<file path="src/rtl/wb_width_port.sv">
module wb_width_port #(
  parameter int AW       = 16,
  parameter int MDW      = 32,
  parameter int SDW      = 64,
  parameter int SSW      = 8,
  parameter int DEC_LSB  = 12,
  parameter int SEL_BASE = 3,
  parameter int BASE     = 3,
  parameter bit HAS_ACK  = 1'b1
) (
  input  logic [AW-1:0]               m_adr,
  input  logic [MDW-1:0]              m_dat_w,
  input  logic [MDW/8-1:0]            m_sel,
  input  logic                        m_cyc,
  input  logic                        m_stb,
  input  logic                        m_we,
  output logic [MDW-1:0]              m_dat_r,
  output logic                        m_ack,
  output logic [DEC_LSB-SEL_BASE-1:0] s_adr,
  output logic [SDW-1:0]              s_dat_w,
  output logic [SSW-1:0]              s_sel,
  output logic                        s_cyc,
  output logic                        s_stb,
  output logic                        s_we,
  input  logic [SDW-1:0]              s_dat_r,
  input  logic                        s_ack
);
  localparam int MB  = MDW / 8;
  localparam int SL  = SDW / 8;
  localparam int MBL = (MB > 1) ? $clog2(MB) : 0;
  localparam int G   = SL / SSW;
  localparam int BW  = AW - DEC_LSB;

  logic          hit;
  logic [SL-1:0] lane_en;
  logic [SSW-1:0] grp_sel;
  logic [SDW-1:0] wdat;
  logic [MDW-1:0] rd;
  logic          ack_src;
  logic          unused_in;

  assign unused_in = ^{m_adr, m_sel, m_dat_w, s_ack};

  assign hit = (m_adr[AW-1:DEC_LSB] == BW'(BASE));

  assign s_cyc = hit & m_cyc;
  assign s_stb = hit & m_stb;
  assign s_we  = hit & m_we;
  assign s_adr = hit ? m_adr[DEC_LSB-1:SEL_BASE] : '0;

  generate
    if (SL > MB) begin : g_wide_lanes
      localparam int K = $clog2(SL / MB);
      logic [K-1:0] grp;
      assign grp = m_adr[MBL+K-1:MBL];
      for (genvar k = 0; k < SL / MB; k++) begin : g_grp
        assign lane_en[k*MB +: MB] = (grp == K'(k)) ? m_sel : '0;
      end
    end else begin : g_direct_lanes
      assign lane_en = m_sel[SL-1:0];
    end

    for (genvar j = 0; j < SSW; j++) begin : g_sel
      assign grp_sel[j] = |lane_en[j*G +: G];
    end

    if (SDW > MDW) begin : g_rep
      assign wdat = {(SDW/MDW){m_dat_w}};
    end else begin : g_trunc
      assign wdat = m_dat_w[SDW-1:0];
    end

    if (HAS_ACK) begin : g_ack
      assign ack_src = s_ack;
    end else begin : g_noack
      assign ack_src = 1'b1;
    end
  endgenerate

  assign s_sel   = hit ? grp_sel : '0;
  assign s_dat_w = hit ? wdat : '0;

  always_comb begin
    rd = '0;
    for (int i = 0; i < SL; i++) begin
      if (lane_en[i]) rd[(i % MB)*8 +: 8] = rd[(i % MB)*8 +: 8] | s_dat_r[i*8 +: 8];
    end
  end

  assign m_dat_r = hit ? rd : '0;
  assign m_ack   = hit & ack_src;
endmodule


</file>
<file path="config.mk">
export PLATFORM = sky130hd
export DESIGN_NAME = wb_width_port
export DESIGN_NICKNAME = d
export VERILOG_FILES = /design/src/rtl/wb_width_port.sv
export SDC_FILE = /design/constraint.sdc
export NUM_CORES = 1
export LEC_CHECK = 0
export BUFFER_PORTS_ARGS = -buffer_cell sky130_fd_sc_hd__buf_4
export CORE_AREA = 5 5 89 91
export DETAILED_ROUTE_END_ITERATION = 12
export DIE_AREA = 0 0 94 96
export PLACE_DENSITY = 0.69
export SLEW_MARGIN = 20
export SYNTH_ARGS = -nofsm -noshare
export SYNTH_HDL_FRONTEND = slang
export SYNTH_SLANG_ARGS = --single-unit
</file>
<file path="constraint.sdc">
create_clock -name vclk -period 0.95
set_clock_uncertainty 0.1 [all_clocks]
set_input_delay 0.095 -clock vclk [all_inputs]
set_output_delay 0.095 -clock vclk [all_outputs]
set_load 0.02 [all_outputs]
</file>
==> run_results.csv <==
group,metric,value,unit
status,status,"finished, violations left",
status,violations,"setup timing",
final_layout,layout.nets,498,
global_routing,grt-ovfl-total,0,
sta,period_share,132,%
floorplan,core_area,7060,um^2
global_routing,antenna_found_initial,0,
power,swShare,42.6,%
logic_synthesis,yosys-top-cells-area,"mux2i_1 (26%), buf_4 (21%), and2_1 (17%), nor3_1 (15%), and2_2 (7.4%)",
logic_synthesis,ys_seq_area_share,0,%
placement,dp_hpwl,6.24,mm
detailed_routing,post_drt_wl_per_cell,14.8,um
sta,hold_viol_final,0,
sta,min_period,1250,ps
critical_path,crit_family,"simple AND/OR/NAND/NOR gates",
critical_path,crit_fanout,10,
critical_path,cp_slowest_cell,"and4bb_4",
critical_path,cp-end-kind,"output pin",
logic_synthesis,yosysWarnings,0,
floorplan,die-area,9020,um^2
detailed_routing,vias,1947,
critical_path,slowest_delay,390,ps
detailed_routing,ant_nets,0,
logic_synthesis,synth_top_area_share,26.2,%
critical_path,crit_start,"m_adr[15]",
critical_path,crit_chain,"buf_6 > and4bb_4 > buf_4 > and2_4 > buf_4",
placement,gp_congestion,0.796,
logic_synthesis,syn-num-nets,289,
power,power_leakage,1.98,nW
worst_hold_path,hold_class,"in2out",
global_routing,grt_start_max_net_pins,29,
detailed_routing,drtIter0Drc,15,
sta,hold_slack,393,ps
floorplan,num_io_pins,237,
floorplan,die_w,94,um
worst_hold_path,min_from,"m_adr[10]",
power,p_seq_share,0,%
critical_path,crit_arrival,1050,ps
logic_synthesis,syn_inst,169,
critical_path,startpoint_type,"input pin",
power,irDropWorstVdd,0.141,mV
sta,slew_headroom,79.8,%
global_routing,grt_pass1_vias,2099,
critical_path,crit_buf_inv,3,
cts,post_cts_buffers,0,
final_layout,drive_gt1_share,92.6,%
logic_synthesis,syn_area_per_cell,7.23,um^2
detailed_routing,drcViolationCount,0,
power,p_total,1.14,mW
final_layout,synthToLayoutAreaGrowth,211,%
flow_run,cap_violations,0,
detailed_routing,via_per_inst,4.10,
detailed_routing,first_pass_iters,2,
sta,fmax,0.800,GHz
power,p_clk_share,0,%
logic_synthesis,synth_area,1220,um^2
final_layout,clock_buffers,0,
floorplan,die_h,96,um
final_layout,seq_cell_count,0,
final_layout,seq_area,0,um^2
critical_path,cpMostUsedCell,"buf_4",
sta,setup_viol,117,
sta,drv_slew,0,
final_layout,n_antenna_cell,0,
floorplan,rows,31,
critical_path,critPathRequiredTime,750,ps
cts,postCtsHoldBufs,0,
power,p_comb_share,100.0,%
power,p_int,657,uW
power,p_switching,488,uW
global_routing,grt_pass1_wl,10.3,mm
floorplan,initial_utilization,17.3,%
power,powerDensity,301,nW/um^2
sta,worst_slack,-300,ps
sta,tightest_slew,294,ps
global_routing,track_usage,13.8,%
critical_path,critical_path_class,"in2out",
sta,rsz0062_at_grt,"yes",
logic_synthesis,yosys.area.top_type,"mux2i_1",
placement,portBuffers,235,
detailed_routing,routed_wl,7.04,mm
logic_synthesis,yosysUniqueCellTypes,13,
[timing repair]
item                       in CTS  in global routing
setup endpoints to repair     117                117
pin swaps                      10                  1
cloned                          1                  0
gates resized for setup        64                  8
[cells in the final DEF, fill, tap and decap left out, drive strengths merged]
| cell | n |
|---|---|
| and4bb | 1 |
| buf | 253 |
| nand4bb | 1 |
| clkinv | 4 |
| and2 | 45 |
| and3 | 4 |
| mux2i | 32 |
| nor3 | 36 |
[final cells by class]
class,instances,area [um^2]
fillers,650,3260
multi-input cells,119,1390
well taps,99,124
inverters,4,20.0
repair buffers,253,2260
[Yosys cell counts]
cell type  number
nand4bb_1       1
buf_8           1
and3_2          4
and2_1         33
nor3_1         36
buf_2           3
buf_4          35
mux2i_1        32
and2_2         12
and4bb_4        1
clkbuf_2        3
clkinv_1        4
buf_6           4
[routing by layer]
| layer | vias to the layer above | wire, um | track usage [%] |
|---|---|---|---|
| li1 | 956 | - | - |
| met1 | 869 | 2140 | 14.2 |
| met2 | 122 | 4010 | 28.2 |
| met3 | 0 | 893 | 4.93 |
| met4 | 0 | 0 | 0 |
| met5 | - | 0 | 0 |
[through the flow]
stage	std cells	TNS, ps	cell area (um^2)	setup WS (ps)	utilization [%]
floorplan	169	-9370	1790	-189	-
global placement	474	-32030	3500	-319	49.6
detailed placement	474	-33050	3500	-334	49.6
CTS	475	-30770	3760	-309	53.3
global route	475	-35010	3800	-341	53.8
finish	475	-29490	3800	-300	53.8
[power groups by stage]
stage | Clock (mW) | Sequential (mW) | Combinational [mW]
floorplan | 0 | 0 | 0.522
global placement | 0 | 0 | 1.07
detailed placement | 0 | 0 | 1.08
CTS | 0 | 0 | 1.15
global route | 0 | 0 | 1.22
finish | 0 | 0 | 1.14
[kinds of logic (layout without fill, tap and decap cells)]
group,Yosys count,count (layout),synth area share (%)
simple gates,87,87,43.7
mux,32,32,26.2
buf+inv,50,257,30.1
[path summary, 6_finish.rpt]
kind                       to  depth (start not counted)  slack, ps
setup / recovery  s_dat_w[18]                          5       -300
hold / removal       s_adr[7]                          3        390
Power figures use the tool's default switching activity.
